[src/rtl/framer_pkg.sv]
package framer_pkg;

    localparam logic [2:0]  TY_DATA   = 3'b010;
    localparam logic [2:0]  TY_CTRL   = 3'b101;
    localparam logic [23:0] CRC_POLY  = 24'h328B63;
    localparam logic [23:0] CRC_SEED  = 24'hFFFFFF;
    localparam int          CH_W      = 8;
    localparam int          FC_W      = 16;

    typedef struct packed {
        logic            opn;
        logic            sop;
        logic            eop;
        logic            err;
        logic [2:0]      nbytes;
        logic [CH_W-1:0] chan;
        logic [8:0]      rsvd;
        logic [FC_W-1:0] fc;
        logic [23:0]     crc;
    } ctrl_t;

    // Advance a CRC24 over one 64-bit word, most significant bit first.
    function automatic logic [23:0] crc24_step64(input logic [23:0] c_in,
                                                 input logic [63:0] d);
        logic [23:0] c;
        logic        fb;
        c = c_in;
        for (int i = 63; i >= 0; i--) begin
            fb = c[23] ^ d[i];
            c  = {c[22:0], 1'b0};
            if (fb) c = c ^ CRC_POLY;
        end
        return c;
    endfunction

endpackage

[src/rtl/framer_crc_acc.sv]
module framer_crc_acc
    import framer_pkg::*;
(
    input  logic        clk,
    input  logic        rst,
    input  logic        clear,
    input  logic        upd,
    input  logic [63:0] data,
    output logic [23:0] crc_q
);

    always_ff @(posedge clk) begin
        if (rst || clear) crc_q <= CRC_SEED;
        else if (upd)     crc_q <= crc24_step64(crc_q, data);
    end


    crc_ops_excl_chk: assert property (@(posedge clk) disable iff (rst)
        !(clear && upd));

endmodule

[src/rtl/framer_cw_build.sv]
module framer_cw_build
    import framer_pkg::*;
(
    input  logic            opn,
    input  logic            sop,
    input  logic            eop,
    input  logic            err,
    input  logic [2:0]      nbytes,
    input  logic [CH_W-1:0] chan,
    input  logic [FC_W-1:0] fc,
    input  logic [23:0]     crc_run,
    output logic [63:0]     cw
);

    ctrl_t body;

    always_comb begin
        body        = '0;
        body.opn    = opn;
        body.sop    = sop;
        body.eop    = eop;
        body.err    = err;
        body.nbytes = nbytes;
        body.chan   = chan;
        body.fc     = fc;
        body.crc    = crc24_step64(crc_run, body);
        cw          = body;
    end

endmodule

[src/rtl/burst_framer.sv]
module burst_framer
    import framer_pkg::*;
#(
    parameter int MAX_BURST = 8
) (
    input  logic            clk,
    input  logic            rst,
    input  logic            in_valid,
    output logic            in_ready,
    input  logic [63:0]     in_data,
    input  logic [CH_W-1:0] in_chan,
    input  logic            in_sop,
    input  logic            in_eop,
    input  logic [2:0]      in_nbytes,
    input  logic            in_err,
    input  logic [FC_W-1:0] fc_ready,
    output logic            out_valid,
    output logic [66:0]     out_word
);

    localparam int CNT_W = $clog2(MAX_BURST + 1);

    logic             open_q, pend_q, pend_eop_q, pend_err_q;
    logic [2:0]       pend_nb_q;
    logic [CNT_W-1:0] cnt_q, cnt_next;
    logic             accept, opening, emit_ctrl, close_now;
    logic [23:0]      crc_run;
    logic [63:0]      cw;

    assign in_ready  = open_q;
    assign accept    = in_valid & open_q;
    assign opening   = in_valid & ~open_q;
    assign emit_ctrl = pend_q | opening;
    assign cnt_next  = cnt_q + 1'b1;
    assign close_now = in_eop || (cnt_next == CNT_W'(MAX_BURST));

    framer_crc_acc u_crc (
        .clk   (clk),
        .rst   (rst),
        .clear (emit_ctrl),
        .upd   (accept),
        .data  (in_data),
        .crc_q (crc_run)
    );

    framer_cw_build u_cw (
        .opn     (opening),
        .sop     (opening & in_sop),
        .eop     (pend_q & pend_eop_q),
        .err     (pend_q & pend_eop_q & pend_err_q),
        .nbytes  ((pend_q & pend_eop_q) ? pend_nb_q : 3'd0),
        .chan    (opening ? in_chan : '0),
        .fc      (fc_ready),
        .crc_run (crc_run),
        .cw      (cw)
    );

    always_ff @(posedge clk) begin
        if (rst) begin
            open_q     <= 1'b0;
            pend_q     <= 1'b0;
            pend_eop_q <= 1'b0;
            pend_err_q <= 1'b0;
            pend_nb_q  <= '0;
            cnt_q      <= '0;
            out_valid  <= 1'b0;
            out_word   <= '0;
        end else begin
            out_valid <= accept | emit_ctrl;
            if (accept) begin
                out_word <= {TY_DATA, in_data};
                cnt_q    <= cnt_next;
                if (close_now) begin
                    open_q     <= 1'b0;
                    pend_q     <= 1'b1;
                    pend_eop_q <= in_eop;
                    pend_err_q <= in_err;
                    pend_nb_q  <= in_nbytes;
                end
            end else if (emit_ctrl) begin
                out_word <= {TY_CTRL, cw};
                pend_q   <= 1'b0;
                open_q   <= opening;
                cnt_q    <= '0;
            end
        end
    end


    data_follows_accept_chk: assert property (@(posedge clk) disable iff (rst)
        (in_valid && in_ready) |=> (out_valid && out_word[66:64] == TY_DATA
                                    && out_word[63:0] == $past(in_data)));


    eop_close_chk: assert property (@(posedge clk) disable iff (rst)
        (in_valid && in_ready && in_eop) |=> ##1
            (out_valid && out_word[66:64] == TY_CTRL && out_word[61]));


    burst_len_chk: assert property (@(posedge clk) disable iff (rst)
        open_q |-> (cnt_q < CNT_W'(MAX_BURST)));


    idle_stalls_chk: assert property (@(posedge clk) disable iff (rst)
        (out_valid && out_word[66:64] == TY_CTRL && !out_word[63]) |-> !in_ready);


    opened_burst_chk: assert property (@(posedge clk) disable iff (rst)
        (out_valid && out_word[66:64] == TY_CTRL && out_word[63]) |-> in_ready);

endmodule

[config.mk]
export PLATFORM = sky130hd
export DESIGN_NAME = burst_framer
export DESIGN_NICKNAME = d
export VERILOG_FILES = /design/src/rtl/framer_pkg.sv /design/src/rtl/framer_crc_acc.sv /design/src/rtl/framer_cw_build.sv /design/src/rtl/burst_framer.sv
export SDC_FILE = /design/constraint.sdc
export NUM_CORES = 1
export LEC_CHECK = 0
export BUFFER_PORTS_ARGS = -buffer_cell sky130_fd_sc_hd__buf_2
export CAP_MARGIN = 20
export CORE_MARGIN = 2
export CORE_UTILIZATION = 62
export CTS_CLUSTER_SIZE = 28
export DETAILED_ROUTE_END_ITERATION = 8
export MAX_ROUTING_LAYER = met4
export PLACE_DENSITY = 0.83
export SYNTH_ARGS = -nofsm -noshare
export SYNTH_HDL_FRONTEND = slang
export SYNTH_SLANG_ARGS = --single-unit
[constraint.sdc]
create_clock -name clk -period 9 [get_ports clk]
set_input_delay 1.8 -clock clk [delete_from_list [all_inputs] [get_ports clk]]
set_output_delay 1.8 -clock clk [all_outputs]
set_load 0.05 [all_outputs]
# Word-level counts from Yosys, hierarchy flattened
# Cells that the tools add are included.
[word_totals]
reg_bits = 102
output_inout_bits = 69
in_bits = 97
[op_classes]
n_mux = 266
bitwise = 230
add_sub_neg = 1
n_reduce_logical = 6
n_eq_ne = 2
[op_table]
columns = ["cell", "count"]
rows = [
  ["$mux 24", 126],
  ["$mux 22", 128],
  ["$not 11->11", 127],
  ["$mux 66", 2],
  ["$xor 1x1->1", 95],
  ["$mux 4", 2],
  ["$mux 8", 1],
  ["$mux 1", 6],
  ["$and 1x1->1", 5],
  ["$add 4x1->4 const B", 1],
  ["$eq 4x4->1 const B", 1],
  ["$reduce_and 2->1", 2],
  ["$mux 3", 1],
  ["$logic_or 1x1->1", 2],
  ["$ne 2x1->1 const B", 1],
  ["$or 1x1->1", 2],
  ["$reduce_bool 2->1", 1],
  ["$reduce_or 2->1", 1],
  ["$not 1->1", 1],
]

# Depth between registers and ports, before layout
[depth]
ltp_word = 255
depth_mapped = 19
depth_no_buf = 17

# Hierarchy
# From an unflattened synthesis, not the netlist that was laid out.
[hier_totals]
cells_unflattened = 1420
area_unflattened_um2 = 17131.4
[modules_own_cells]
columns = ["mod", "seq_area_each_um2", "cells_per_inst", "n_inst", "area_per_inst_um2"]
rows = [
  ["framer_crc_acc", 480.5, 582, 1, 7714.9],
  ["framer_cw_build", 0.0, 471, 1, 6234.7],
  ["burst_framer", 1561.5, 367, 1, 3181.8],
]

# Worst setup path after synthesis
# No wires, ideal clock.
[synth_path]
path_kind = "input port to flip-flop"
start = "input port in_data[56]"
end = "register u_crc.crc_q[5]"
required_time_ns = 8.860
t_arrival_ns = 7.804
setup_time_ns = 0.140
stages = 17
slack_ns = 1.056
cell_sequence = "xnor2_2 xnor3_1 xor2_1 xnor3_1 xor3_2 xnor3_2 xnor2_1 xnor3_1 xnor3_1 xnor2_1 xnor3_2 xor3_1 xnor3_2 xor2_1 xnor3_1 nor2_1 o21ai_1"
[synth_between]
elab_chain_cells = 190
[synth_lines]
columns = ["item", "line", "rtl"]
rows = [
  ["from (decl)", "burst_framer.sv:10", "input logic [63:0] in_data,"],
  ["$xor 1x1->1 *", "framer_pkg.sv:29", "fb = c[23] ^ d[i];"],
  ["$mux 22 *", "framer_pkg.sv:31", "if (fb) c = c ^ CRC_POLY;"],
  ["$mux 24 *", "framer_crc_acc.sv:14", "else if (upd) crc_q <= crc24_step64(crc_q, data);"],
  ["$mux 24 *", "framer_crc_acc.sv:13", "if (rst || clear) crc_q <= CRC_SEED;"],
  ["$mux 22 / $not 11->11 (equally long branches)", "n/a", ""],
  ["$mux 24 *", "framer_crc_acc.sv:14", ""],
  ["$mux 24 *", "framer_crc_acc.sv:13", ""],
  ["$not 11->11 (no source line) / $mux 24 (equally long branches)", "n/a", ""],
  ["[174 not listed]", "n/a", ""],
  ["$mux 24 *", "framer_crc_acc.sv:14", ""],
  ["$mux 24 *", "framer_crc_acc.sv:13", ""],
  ["$mux 24 *", "framer_crc_acc.sv:14", ""],
  ["$mux 24 *", "framer_crc_acc.sv:13", ""],
  ["$mux 24 *", "framer_crc_acc.sv:14", ""],
  ["$mux 24 *", "framer_crc_acc.sv:13", ""],
  ["$xor 1x1->1", "framer_pkg.sv:29", ""],
  ["$mux 22 *", "framer_pkg.sv:31", ""],
  ["to (signal assigned)", "framer_crc_acc.sv:14", ""],
  ["to (decl)", "framer_crc_acc.sv:9", "output logic [23:0] crc_q"],
]
# Mark *: on every way between the ends. The rest lies on a longest branch, timed or not. The select of a mux whose other input is x is not followed.
# A chain may end at the register's enable or synchronous reset.

# Worst setup path after layout
# Ends and elaborated chain as after synthesis.

==> results.json <==
{
  "hpwl_mm": 38.1,
  "avgSynthCellArea_um2": 12.2,
  "grt_overflow_total": 0,
  "post-route-min-period_ps": 8460,
  "maxCapViolCount": 0,
  "min_to": "out_word[58]",
  "cp-end-kind": "flop",
  "syn2layout_area_growth_pct": 10.0,
  "diodes": 0,
  "finalCritPeriodShare_pct": 94.0,
  "synth.most_common_cell": "xnor2_1",
  "postRouteAntennaNets": 0,
  "rows": 60,
  "worstMarginPinSlew_ps": 915,
  "synth_nets": 1484,
  "use_met2_pct": 53.3,
  "grt_max_degree": 81,
  "r2r_end": "out_word[21]",
  "layout-drive-gt1-share_pct": 22.3,
  "synth-edff-count": 0,
  "h-tree-depth": 3,
  "setup_violations": 0,
  "status": "completed",
  "worstSetupPathType": "in -> reg",
  "synth.distinct_cells": 41,
  "yosys-top-cells-count": "xnor2_1 (413), xnor3_1 (239), xor2_1 (142), dfxtp_1 (102), nor2_1 (63)",
  "synth-warning-count": 0,
  "required_ps": 9240,
  "synth.area.top_cells": "xnor3_1 (32%), xnor2_1 (21%), dfxtp_1 (12%), xor2_1 (7.3%), xnor3_2 (4.1%)",
  "arrival_ps": 8700,
  "hold_violations": 0,
  "layout.nets": 1658,
  "rsz0062_at_grt": "false",
  "cp-start-kind": "primary input",
  "die_w_um": 169,
  "cts_resized": 0,
  "place_inst": 1890,
  "cts_tree": "yes",
  "numCtsBuffers": 9,
  "cts_root_buf": "clkbuf_16",
  "use_met1_pct": 44.0,
  "synth_top_area_cell": "xnor3_1",
  "ys_ff_latch": 102,
  "num_vias": 11048,
  "hold_depth": 2,
  "hp-class": "reg -> reg",
  "setup_tns_ps": 0,
  "cp_max_fo": 6,
  "via_per_inst": 5.80,
  "met3_usage_pct": 4.20,
  "cts_buffer_depth": 2,
  "clock-sinks": 102,
  "instances_no_fill": 1906,
  "fmax_mhz": 118,
  "fin_hold_ws_ps": 469,
  "synth_top_area_share_pct": 31.7,
  "drt_first_iter_violations": 956,
  "grt_pass1_vias": 11243,
  "grt_pass1_wl_mm": 69.3,
  "start_util_pct": 63.0,
  "wl_per_cell_um": 24.2,
  "synth_cells": 1386,
  "die-area_um2": 28700,
  "pin_count": 166,
  "reg2reg_depth": 17,
  "die_h_um": 169,
  "synth-main-ff-cell": "dfxtp_1",
  "cts-hold-fix-buffers": 0,
  "clk_pin_slew_ps": 80,
  "syn_area_um2": 17000,
  "core_area_um2": 27000,
  "antenna_found_initial": 0,
  "grt.busiest_layer": "met2",
  "yosysSeqAreaShare_pct": 12.0,
  "reg2reg_from": "pend_q",
  "hold_start": "out_word[58]",
  "cts_setup_buffers": 0,
  "worstSkewPairLatency_ps": 370,
  "async_reset_ff_share_pct": 0,
  "skew_ps": 13.5,
  "final_max_slew_viol_count": 0,
  "slew-limit-headroom_pct": 39.0,
  "grt.total_usage_pct": 33.7,
  "port_buffers": 165,
  "gp_congestion": 0.965,
  "firstDrtPassIters": 5,
  "drc": 0,
  "ff2ff_setup_slack_ps": 1070,
  "routed_wl_mm": 46.0
}
## registers in the layout, indices dropped and copies added, names as in the netlist
| name | flops |
|---|---|
| pend_eop_q | 1 |
| pend_err_q | 1 |
| in_ready | 1 |
| pend_q | 1 |
| u_crc.crc_q | 24 |
| pend_nb_q | 3 |
| out_valid | 1 |
| out_word | 66 |
| cnt_q | 4 |
## metrics by stage
step | cell area (µm²) | setup WS [ps] | utilization [%]
6_report | 18700 | 544 | 69.3
5_1_grt | 18700 | 263 | 69.3
4_1_cts | 18700 | 570 | 69.3
3_5_place_dp | 18400 | 227 | 68.2
3_3_place_gp | 18400 | 325 | 68.2
2_1_floorplan | 17000 | 1060 | -
## critical path, stage by stage
cell	delay, ps
buf_2	120
xnor2_2	350
xnor3_1	520
xor3_1	520
xnor3_1	570
xnor3_2	540
xor2_1	260
xor3_2	470
xnor3_2	530
xnor3_1	380
xnor3_2	530
xnor3_1	430
xnor3_1	410
xnor3_2	520
xor2_1	310
xnor3_1	270
nor2_1	90
o21ai_1	60
## layout by cell type, fill, tap and decap left out, types with 4 or more instances in the layout
master,n
xor3_2,6
nand2_1,51
xnor2_4,9
nor2_1,61
a21oi_1,49
buf_2,165
nor3b_1,10
mux2i_1,4
xnor2_2,39
xnor3_1,239
xor2_2,16
xor2_1,142
o22ai_1,10
xnor3_2,29
dfxtp_1,102
a22oi_1,52
o211ai_1,15
o21ai_1,4
xor3_1,27
xnor2_1,413
nand3_1,4
buf_4,51
clkbuf_16,9
o21ai_0,7
mux2_2,9
nand3b_1,8
## how the worst max path moves through the flow
stage                     start             end  slack [ps]
global route        in_data[61]  u_crc.crc_q[5]         260
detailed placement  in_data[61]  u_crc.crc_q[5]         230
finish              in_data[56]  u_crc.crc_q[5]         540
floorplan           in_data[56]  u_crc.crc_q[5]        1060
CTS                 in_data[61]  u_crc.crc_q[5]         570
global placement    in_data[56]  u_crc.crc_q[5]         330
## routing by layer
layer | up-vias | routed length (µm)
li1 | 5054 | -
met1 | 5363 | 19400
met2 | 531 | 21500
met3 | 100 | 2860
met4 | 0 | 2290
met5 | - | 0
## kinds of logic (layout without fill, tap and decap cells)
kind of cell	after synthesis	after routing	share of synthesized area, %
AO/OA/AOI/OAI	142	142	5.34
XOR/XNOR	923	923	76.3
adder cells (fa/ha/maj)	1	1	0.0737
buffers and inverters	56	235	1.48
flip-flops	102	102	12.0
multiplexers	13	13	0.833
AND/OR/NAND/NOR	149	149	3.94
## final cells by class
| cell class | count | area [µm²] |
|---|---|---|
| Clock buffer | 9 | 225 |
| Clock inverter | 7 | 66.3 |
| Fill cell | 1922 | 8280 |
| Inverter | 3 | 11.3 |
| Multi-Input combinational cell | 1228 | 14700 |
| Sequential cell | 102 | 2040 |
| Tap cell | 341 | 427 |
| Timing Repair Buffer | 216 | 1210 |
Power is left out: the tool's default activity adds up to more than one toggle a clock period on the data nets, which glitch-free logic cannot reach.
